### src/rtl/hsc_pkg.sv
package hsc_pkg;

    typedef enum logic { SND_READY = 1'b0, SND_BUSY = 1'b1 } snd_st_e;

    typedef enum logic { RCV_LISTEN = 1'b0, RCV_SAVE = 1'b1 } rcv_st_e;

    typedef enum logic [1:0] {
        WT_IDLE  = 2'd0,
        WT_BG    = 2'd1,
        WT_ENTRY = 2'd2
    } wt_st_e;

    localparam int REG_SEND = 0;
    localparam int REG_RECV = 1;
    localparam int REG_WAIT = 2;
    localparam int NUM_REG  = 3;

endpackage

### src/rtl/hsc_wait_region.sv
module hsc_wait_region
    import hsc_pkg::*;
(
    input  logic clk,
    input  logic rst,
    input  logic wake_i,
    input  logic bg_i,
    input  logic to_wait_i,
    output logic on_o,
    output logic bg_raw_o,
    output logic to_active_o
);

    typedef struct packed {
        logic   on;
        wt_st_e st;
        logic   hist;
    } wait_s;

    wait_s q, d;
    logic  to_active;

    always_comb begin
        d         = q;
        to_active = q.on & wake_i;
        if (q.on) begin
            if (wake_i) begin
                d.hist = (q.st == WT_BG);
                d.st   = WT_ENTRY;
                d.on   = 1'b0;
            end else if (bg_i) begin
                d.st = (q.st == WT_BG) ? WT_IDLE : WT_BG;
            end
        end else if (to_wait_i) begin
            d.st = q.hist ? WT_BG : WT_IDLE;
            d.on = 1'b1;
        end
    end

    always_ff @(posedge clk) begin
        if (rst) begin
            q.on   <= 1'b1;
            q.st   <= WT_IDLE;
            q.hist <= 1'b0;
        end else begin
            q <= d;
        end
    end

    assign on_o        = q.on;
    assign bg_raw_o    = (q.st == WT_BG);
    assign to_active_o = to_active;

    AST_WAIT_ENTRY_MATCH: assert property (@(posedge clk) disable iff (rst)
        q.on == (q.st != WT_ENTRY));

    AST_WAKE_SAVES_HIST: assert property (@(posedge clk) disable iff (rst)
        (q.on && wake_i) |=> (!q.on && q.hist == ($past(q.st) == WT_BG)));

    AST_RESUME_FROM_HIST: assert property (@(posedge clk) disable iff (rst)
        (!q.on && to_wait_i) |=> (q.on && ((q.st == WT_BG) == $past(q.hist))));

    AST_OFF_HOLDS_HIST: assert property (@(posedge clk) disable iff (rst)
        (!q.on && !to_wait_i) |=> $stable(q.hist));

endmodule

### src/rtl/hsc_send_region.sv
module hsc_send_region
    import hsc_pkg::*;
#(
    parameter int TX_CYCLES = 4
) (
    input  logic clk,
    input  logic rst,
    input  logic to_active_i,
    input  logic sleep_i,
    input  logic tx_req_i,
    output logic on_o,
    output logic busy_raw_o,
    output logic done_o,
    output logic to_wait_o
);

    localparam int CNT_W = (TX_CYCLES > 1) ? $clog2(TX_CYCLES) : 1;
    localparam logic [CNT_W-1:0] CNT_LAST = CNT_W'(TX_CYCLES - 1);

    typedef struct packed {
        logic             on;
        snd_st_e          st;
        logic [CNT_W-1:0] cnt;
        logic             pend;
    } send_s;

    send_s q, d;
    logic  to_wait;
    logic  done;

    always_comb begin
        d       = q;
        to_wait = q.on & sleep_i;
        done    = q.on && (q.st == SND_BUSY) && (q.cnt == '0);
        if (!q.on) begin
            if (to_active_i) begin
                d.on   = 1'b1;
                d.st   = SND_READY;
                d.cnt  = '0;
                d.pend = 1'b0;
            end
        end else if (to_wait) begin
            d.on   = 1'b0;
            d.st   = SND_READY;
            d.cnt  = '0;
            d.pend = 1'b0;
        end else begin
            case (q.st)
                SND_READY: begin
                    if (tx_req_i) begin
                        d.st  = SND_BUSY;
                        d.cnt = CNT_LAST;
                    end
                end
                SND_BUSY: begin
                    if (q.cnt == '0) begin
                        if (q.pend || tx_req_i) begin
                            d.cnt  = CNT_LAST;
                            d.pend = 1'b0;
                        end else begin
                            d.st = SND_READY;
                        end
                    end else begin
                        d.cnt  = q.cnt - 1'b1;
                        d.pend = q.pend | tx_req_i;
                    end
                end
                default: d.st = SND_READY;
            endcase
        end
    end

    always_ff @(posedge clk) begin
        if (rst) begin
            q.on   <= 1'b0;
            q.st   <= SND_READY;
            q.cnt  <= '0;
            q.pend <= 1'b0;
        end else begin
            q <= d;
        end
    end

    assign on_o       = q.on;
    assign busy_raw_o = (q.st == SND_BUSY);
    assign done_o     = done;
    assign to_wait_o  = to_wait;

    AST_BUSY_START: assert property (@(posedge clk) disable iff (rst)
        (q.on && q.st == SND_READY && tx_req_i && !sleep_i) |=>
            (q.st == SND_BUSY && q.cnt == CNT_LAST));

    AST_PEND_RESTART: assert property (@(posedge clk) disable iff (rst)
        (q.on && q.st == SND_BUSY && q.cnt == '0 && q.pend && !sleep_i) |=>
            (q.st == SND_BUSY && !q.pend));

    AST_SLEEP_ABORTS: assert property (@(posedge clk) disable iff (rst)
        to_wait |=> (!q.on && q.st == SND_READY && !q.pend));

    AST_OFF_QUIET: assert property (@(posedge clk) disable iff (rst)
        !q.on |-> (q.st == SND_READY && !q.pend));

endmodule

### src/rtl/hsc_recv_region.sv
module hsc_recv_region
    import hsc_pkg::*;
(
    input  logic clk,
    input  logic rst,
    input  logic to_active_i,
    input  logic to_wait_i,
    input  logic rx_i,
    output logic on_o,
    output logic save_raw_o
);

    typedef struct packed {
        logic    on;
        rcv_st_e st;
    } recv_s;

    recv_s q, d;

    always_comb begin
        d = q;
        if (!q.on) begin
            if (to_active_i) begin
                d.on = 1'b1;
                d.st = RCV_LISTEN;
            end
        end else if (to_wait_i) begin
            d.on = 1'b0;
            d.st = RCV_LISTEN;
        end else begin
            case (q.st)
                RCV_LISTEN: if (rx_i) d.st = RCV_SAVE;
                RCV_SAVE:   d.st = RCV_LISTEN;
                default:    d.st = RCV_LISTEN;
            endcase
        end
    end

    always_ff @(posedge clk) begin
        if (rst) begin
            q.on <= 1'b0;
            q.st <= RCV_LISTEN;
        end else begin
            q <= d;
        end
    end

    assign on_o       = q.on;
    assign save_raw_o = (q.st == RCV_SAVE);

    AST_SAVE_ONE_CYCLE: assert property (@(posedge clk) disable iff (rst)
        (q.st == RCV_SAVE) |=> (q.st == RCV_LISTEN));

    AST_SAVE_CAUSE: assert property (@(posedge clk) disable iff (rst)
        $rose(q.st == RCV_SAVE) |-> $past(rx_i && q.on && !to_wait_i));

endmodule

### src/rtl/hsc_merge.sv
module hsc_merge #(
    parameter int N = 3
) (
    input  logic [N-1:0] sig_i,
    input  logic [N-1:0] act_i,
    output logic         out_o
);

    logic [N-1:0] gated;

    for (genvar g = 0; g < N; g++) begin : g_gate
        assign gated[g] = sig_i[g] & act_i[g];
    end

    assign out_o = |gated;

endmodule

### src/rtl/hsc_ctrl.sv
module hsc_ctrl
    import hsc_pkg::*;
#(
    parameter int TX_CYCLES = 4
) (
    input  logic clk,
    input  logic rst,
    input  logic wake_i,
    input  logic sleep_i,
    input  logic bg_i,
    input  logic tx_req_i,
    input  logic rx_data_i,
    output logic send_on_o,
    output logic recv_on_o,
    output logic wait_on_o,
    output logic wait_bg_o,
    output logic tx_busy_o,
    output logic tx_done_o,
    output logic save_o,
    output logic work_o
);

    logic ev_to_active;
    logic ev_to_wait;
    logic send_on, recv_on, wait_on;
    logic send_busy_raw, send_done, recv_save_raw, wait_bg_raw;
    logic [NUM_REG-1:0] reg_sig, reg_act;

    hsc_wait_region u_wait (
        .clk         (clk),
        .rst         (rst),
        .wake_i      (wake_i),
        .bg_i        (bg_i),
        .to_wait_i   (ev_to_wait),
        .on_o        (wait_on),
        .bg_raw_o    (wait_bg_raw),
        .to_active_o (ev_to_active)
    );

    hsc_send_region #(.TX_CYCLES(TX_CYCLES)) u_send (
        .clk         (clk),
        .rst         (rst),
        .to_active_i (ev_to_active),
        .sleep_i     (sleep_i),
        .tx_req_i    (tx_req_i),
        .on_o        (send_on),
        .busy_raw_o  (send_busy_raw),
        .done_o      (send_done),
        .to_wait_o   (ev_to_wait)
    );

    hsc_recv_region u_recv (
        .clk         (clk),
        .rst         (rst),
        .to_active_i (ev_to_active),
        .to_wait_i   (ev_to_wait),
        .rx_i        (rx_data_i),
        .on_o        (recv_on),
        .save_raw_o  (recv_save_raw)
    );

    assign reg_sig[REG_SEND] = send_busy_raw;
    assign reg_sig[REG_RECV] = recv_save_raw;
    assign reg_sig[REG_WAIT] = wait_bg_raw;
    assign reg_act[REG_SEND] = send_on;
    assign reg_act[REG_RECV] = recv_on;
    assign reg_act[REG_WAIT] = wait_on;

    hsc_merge #(.N(NUM_REG)) u_merge (
        .sig_i (reg_sig),
        .act_i (reg_act),
        .out_o (work_o)
    );

    assign send_on_o = send_on;
    assign recv_on_o = recv_on;
    assign wait_on_o = wait_on;
    assign wait_bg_o = wait_bg_raw & wait_on;
    assign tx_busy_o = send_busy_raw & send_on;
    assign tx_done_o = send_done;
    assign save_o    = recv_save_raw & recv_on;

    AST_ONE_SUPERSTATE: assert property (@(posedge clk) disable iff (rst)
        (send_on_o == recv_on_o) && (send_on_o != wait_on_o));

    AST_WAKE_ENTERS: assert property (@(posedge clk) disable iff (rst)
        (wait_on_o && wake_i) |=> (send_on_o && recv_on_o && !tx_busy_o && !save_o));

    AST_SLEEP_LEAVES: assert property (@(posedge clk) disable iff (rst)
        (send_on_o && sleep_i) |=> (wait_on_o && !tx_busy_o && !save_o));

    AST_DONE_IN_BUSY: assert property (@(posedge clk) disable iff (rst)
        tx_done_o |-> tx_busy_o);

    AST_WORK_MERGE: assert property (@(posedge clk) disable iff (rst)
        work_o == (tx_busy_o || save_o || wait_bg_o));

    AST_BG_TOGGLE: assert property (@(posedge clk) disable iff (rst)
        (wait_on_o && bg_i && !wake_i) |=> (wait_on_o && wait_bg_o != $past(wait_bg_o)));

endmodule

### config.mk
export PLATFORM = sky130hd
export DESIGN_NAME = hsc_ctrl
export DESIGN_NICKNAME = d
export VERILOG_FILES = /design/src/rtl/hsc_pkg.sv /design/src/rtl/hsc_wait_region.sv /design/src/rtl/hsc_send_region.sv /design/src/rtl/hsc_recv_region.sv /design/src/rtl/hsc_merge.sv /design/src/rtl/hsc_ctrl.sv
export SDC_FILE = /design/constraint.sdc
export NUM_CORES = 1
export LEC_CHECK = 0
export ABC_AREA = 1
export ABC_CLOCK_PERIOD_IN_PS = 1150
export BUFFER_PORTS_ARGS = -buffer_cell sky130_fd_sc_hd__buf_2
export CAP_MARGIN = 0
export CORE_MARGIN = 4
export CORE_UTILIZATION = 40
export DETAILED_ROUTE_END_ITERATION = 12
export GPL_TIMING_DRIVEN = 0
export PLACE_DENSITY = 0.65
export SLEW_MARGIN = 20
export SYNTH_ARGS = -nofsm -noshare
export SYNTH_HDL_FRONTEND = slang
export SYNTH_SLANG_ARGS = --single-unit
### constraint.sdc
create_clock -name clk -period 1.15 [get_ports clk]
set_input_delay 0.115 -clock clk [delete_from_list [all_inputs] [get_ports clk]]
set_output_delay 0.115 -clock clk [all_outputs]
set_load 0.02 [all_outputs]
Word-level counts from Yosys, hierarchy flattened
Index checks and enable logic that the tools add are counted.
{"block": "totals", "register_bits": 11, "inputBits": 7, "out_inout_bits": 8, "elab_cells": 59}
{"block": "op_classes", "n_addsub": 1, "eq_ne": 6, "n_mux": 23, "bitwise_logic": 8, "n_reduce_logical": 12}
{"op": "3-bit two-way mux", "count": 5}
{"op": "5-bit two-way mux", "count": 2}
{"op": "1-bit two-way mux", "count": 9}
{"op": "2-bit two-way mux", "count": 4}
{"op": "4-bit inequality test (second input constant)", "count": 2}
{"op": "3-bit inequality test (second input constant)", "count": 2}
{"op": "3-bit one-hot mux with 2 select lines", "count": 1}
{"op": "3-bit AND reduction", "count": 2}
{"op": "2-bit nonzero test", "count": 3}
{"op": "1-bit AND", "count": 5}
{"op": "5-bit inequality test (second input constant)", "count": 1}
{"op": "4-bit two-way mux", "count": 1}
{"op": "2-bit AND reduction", "count": 2}
{"op": "3-bit OR reduction", "count": 1}
{"op": "2-bit by 1-bit equality test with 1-bit output (second input constant)", "count": 1}
{"op": "1-bit logical AND", "count": 2}
{"op": "2-bit zero test", "count": 1}
{"op": "1-bit NOT", "count": 2}
{"op": "1-bit one-hot mux with 2 select lines", "count": 1}
{"op": "2-bit by 1-bit subtractor with 2-bit output (second input constant)", "count": 1}
{"op": "1-bit logical OR", "count": 1}
{"op": "1-bit OR", "count": 1}

Longest topological paths before layout
{"block": "logic_depth", "word_depth": 6, "mapped_depth": 8, "mapped_depth_nobuf": 8}

Cells and area by module
Synthesis repeated with hierarchy kept, for this count alone.
{"block": "hier_totals", "cells_unflattened": 120, "hier_area_um2": 710.7}
{"module": "hsc_send_region", "instances": 1, "cells_each": 65, "area_per_inst_um2": 382.9, "seq_area_each_um2": 100.1}
{"module": "hsc_wait_region", "instances": 1, "cells_each": 32, "area_per_inst_um2": 198.9, "seq_area_each_um2": 80.1}
{"module": "hsc_recv_region", "instances": 1, "cells_each": 13, "area_per_inst_um2": 90.1, "seq_area_each_um2": 40.0}
{"module": "hsc_ctrl", "instances": 1, "cells_each": 6, "area_per_inst_um2": 22.5, "seq_area_each_um2": 0.0}
{"module": "hsc_merge", "instances": 1, "cells_each": 4, "area_per_inst_um2": 16.3, "seq_area_each_um2": 0.0}

Worst setup path after synthesis
No wires, ideal clock.
{"block": "synth_timing", "path_type": "reg-to-reg", "start": "register u_wait.q (netlist bit u_wait.on_o)", "end": "register u_send.q[0] (netlist name)", "setup_time_ns": 0.130, "t_arrival_ns": 0.988, "required_time_ns": 1.020, "setup_slack_ns": 0.031, "stages_incl_launch_ff": 8, "n_path_buf": 0, "synth_period_minus_slack_ns": 1.119, "cell_sequence": "dfxtp_1 -> nand2_1 -> nand2_2 -> nand2_1 -> clkinv_1 -> nand2_1 -> nand2_1 -> a21oi_1"}
{"block": "synth_via", "elab_chain_cells": 3}
{"item": "start: declaration", "line_no": "hsc_wait_region.sv:20", "source": "wait_s q, d;"}
{"item": "1-bit AND", "line_no": "hsc_wait_region.sv:25", "source": "to_active = q.on & wake_i;"}
{"item": "2-bit nonzero test (no source line)"}
{"item": "3-bit AND reduction (no source line)"}
{"item": "end: declaration", "line_no": "hsc_send_region.sv:27", "source": "send_s q, d;"}
Every way passes these cells.
A chain may end at the register's enable or synchronous reset.

Worst setup path after layout
{"block": "layout_timing", "start": "register u_wait.q (netlist bit u_wait.on_o)", "end": "output port work_o"}
{"block": "layout_via", "elab_chain_cells": 2}
{"item": "1-bit AND", "line_no": "hsc_merge.sv:12", "source": "assign gated[g] = sig_i[g] & act_i[g];"}
{"item": "3-bit OR reduction", "line_no": "hsc_merge.sv:15", "source": "assign out_o = |gated;"}
{"item": "end: declaration", "line_no": "hsc_ctrl.sv:20", "source": "output logic work_o"}
Every way passes these cells.

==> summary.md <==
| Metric | Value |
|---|---|
| Status | finished with violations |
| CP max stage delay | 390 ps |
| Sequential element share of the synthesized area | 36.1% |
| Total CTS buffers | 3 |
| DR pass1 iterations | 4 |
| Worst Min Path Start | wake_i |
| Drt drc | 0 |
| Final WS setup | -12.9 ps |
| Post-DP HPWL | 976 um |
| I/O pin count | 15 |
| DR vias/cell | 4.92 |
| Die Span Y | 47.1 um |
| Synth-to-layout area growth | 35.2% |
| Critical path cell sequence | inv_4, o211ai_1, buf_4 |
| Largest fanout on the critical path | 6 |
| Wire per inst | 10.4 um |
| Slew @ Worst Pin | 468 ps |
| Nets | 125 |
| Final setup viols | 2 |
| CP Class | flop to output port |
| Reg2Reg Launch Point | u_send.q[1]$_SDFFE_PP0P_ |
| Hold path endpoint | u_wait.on_o$_SDFF_PP1_ |
| Startpoint Class | flop |
| Syn_area_per_cell | 6.43 um^2 |
| Cells after synthesis | 95 |
| Mapped Area | 611 um^2 |
| Share of the synthesized area in the top cell type | 36.1% |
| Syn nets | 104 |
| PD cells | 1080 nW/um^2 |
| ANT nets after route | 0 |
| Total power | 891 uW |
| Violations in the final reports | setup timing |
| Req. time, crit path | 1030 ps |
| Antenna violations before repair | 0 |
| Endpoints failing hold | 0 |
| Setup crit start | u_wait.on_o$_SDFF_PP1_ |
| Layout cell share with drive strength beyond 1 | 43.5% |
| Clock-pin transition on the worst setup and hold timing paths | 70 ps |
| Leakage | 0.000422 uW |
| Sink Count | 11 |
| Area contributors post-synth | dfxtp_1 (36%), nand2_1 (13%), inv_1 (11%) |
| Unrepaired setup endpoints after global routing | yes |
| Routability cong. | 0.771 |
| Yosys reg bits | 11 |
| Vias in the first global route | 556 |
| Core area | 1370 um^2 |
| Final Cycle Share | 101% |
| Fmax | 0.860 GHz |
| Starting Density | 44.7% |
| Max-slew headroom | 68.8% |
| Final hold slack | 58.8 ps |
| Commonest non-fill, non-tap cell in the layout | nand2_1 |
| Skew-Pair Late Insertion Delay | 270 ps |
| Highest ir drop seen on vdd | 0.000655 V |
| Design area | 826 um^2 |
| Yosys warnings | 0 |
| CTS tree | done |
| # rows | 13 |
| CP max stage cell | dfxtp_4 |
| Max-Cap Viols | 0 |
| RR Endpoint | u_send.q[1]$_SDFFE_PP0P_ |
| Htree depth | 1 |
| Hold Crit Class | input pin to flop |
| First-pass GRT wire length | 2260 um |
| GRT Util Overall | 14.6% |
| Final Skew | 2.18 ps |
| Post-synth cell types | 18 |
| Slew Viols, Final | 0 |
| ANT cells | 0 |
| Die Area | 2220 um^2 |
| CTS root buf | clkbuf_4 |
| Fill cells | 134 |
| Setup slack, reg-to-reg | 60 ps |
| Reg2Reg Depth | 8 |
| GR Overflow Total | 0 |
| Largest area contributor in the netlist | dfxtp_1 |
| Largest net degree at the start of global routing | 10 |
| Type of destination of the critical path | output port |
| Placed Area | 694 um^2 |
| Minimum clock period | 1160 ps |
| Worst endpoint data arrival time | 1050 ps |
| CTS max path bufs | 2 |
| Die W | 47.1 um |
| Final WL | 1360 um |
| Input/output buffers | 13 |
| Hold path cells | 2 |
| Most frequent cells in the layout | nand2_1 (17), inv_1 (12), buf_2 (11) |
| Via count | 639 |
| Total negative slack | -23.4 ps |
| DR iter-0 viols | 6 |
| Final Util | 60.4% |
==> power by group <==
part | leakage [uW] | total, uW | switching (uW) | internal (uW)
logic | 0.000314 | 191 | 118 | 73.1
registers | 0.0000933 | 433 | 26.8 | 406
clock network | 0.0000150 | 267 | 133 | 134
==> area by class of cell <==
class / count / area (um^2) / share of cell area (%)
Multi-Input combinational cell: 61 / 362 / 43.8
Sequential cell: 11 / 234 / 28.3
Timing Repair Buffer: 16 / 96.3 / 11.7
Inverter: 22 / 85.1 / 10.3
Clock buffer: 4 / 26.3 / 3.18
Tap cell: 15 / 18.8 / 2.27
Buffer: 1 / 3.75 / 0.455
==> per-stage QoR <==
step | instances | setup slack (ps)
finish | 130 | -12.9
global route | 130 | -71.0
CTS | 128 | -35.7
detailed placement | 123 | 0.940
global placement | 123 | 8.34
floorplan | 95 | 31.2
==> Yosys cell counts, drive strengths merged <==
library cell and instances:
o211ai 1, clkbuf 1, dfxtp 11, clkinv 1
o21ai 3, nand3 6, a21oi 7, o21bai 1
a31oi 1, ha 2, nor2 12, nand4 2
nand2 24, a211oi 2, inv 21
==> timing repair <==
| action | CTS | global route |
|---|---|---|
| endpoints found under the hold margin | 0 | 0 |
| setup buffers | 1 | 2 |
| pin swaps | 2 | 4 |
| gates resized for setup | 20 | 14 |
| setup endpoints to repair | 6 | 6 |
| hold buffers | 0 | 0 |
==> registers in the layout, indices dropped and copies added (netlist names) <==
register / flops
u_send.q: 3
u_wait.q: 3
u_recv.on_o: 1
u_recv.save_raw_o: 1
u_send.busy_raw_o: 1
u_send.on_o: 1
u_wait.on_o: 1
==> worst max path at each step <==
stage,slack (ps),cells past startpoint,end
floorplan,30,7,u_send.q[0]$_SDFFE_PP0P_
global placement,8,8,u_send.q[2]$_SDFFE_PP0P_
detailed placement,0.9,7,u_send.q[2]$_SDFFE_PP0P_
CTS,-40,5,tx_done_o
global route,-70,3,work_o
finish,-10,3,work_o
==> worst max-delay path, delay by kind of cell (launching register included) <==
| kind | cells | cell delay [ps] |
|---|---|---|
| AOI/OAI and AO/OA | 1 | 180 |
| DFF | 1 | 390 |
| buffers and inverters | 2 | 210 |
==> layer usage <==
metal | global-route usage, % | part of all wire (%) | wire length, um | vias to the layer above
met5 | 0 | 0 | 0 | -
met4 | 9.39 | 1.7 | 23 | 0
met3 | 2.68 | 5.2 | 70 | 4
met2 | 22.2 | 49 | 665 | 14
met1 | 18.8 | 44 | 598 | 283
li1 | - | - | - | 338
==> logic make-up (layout without fill, tap and decap cells) <==
logic type	count (synthesis)	after routing	share of synthesized area [%]
buf+inv	23	43	14.1
fa+ha+maj	2	2	4.10
compound gates	15	15	14.1
flops	11	11	36.1
simple gates	44	44	31.6
(Power assumes the default switching activity.)
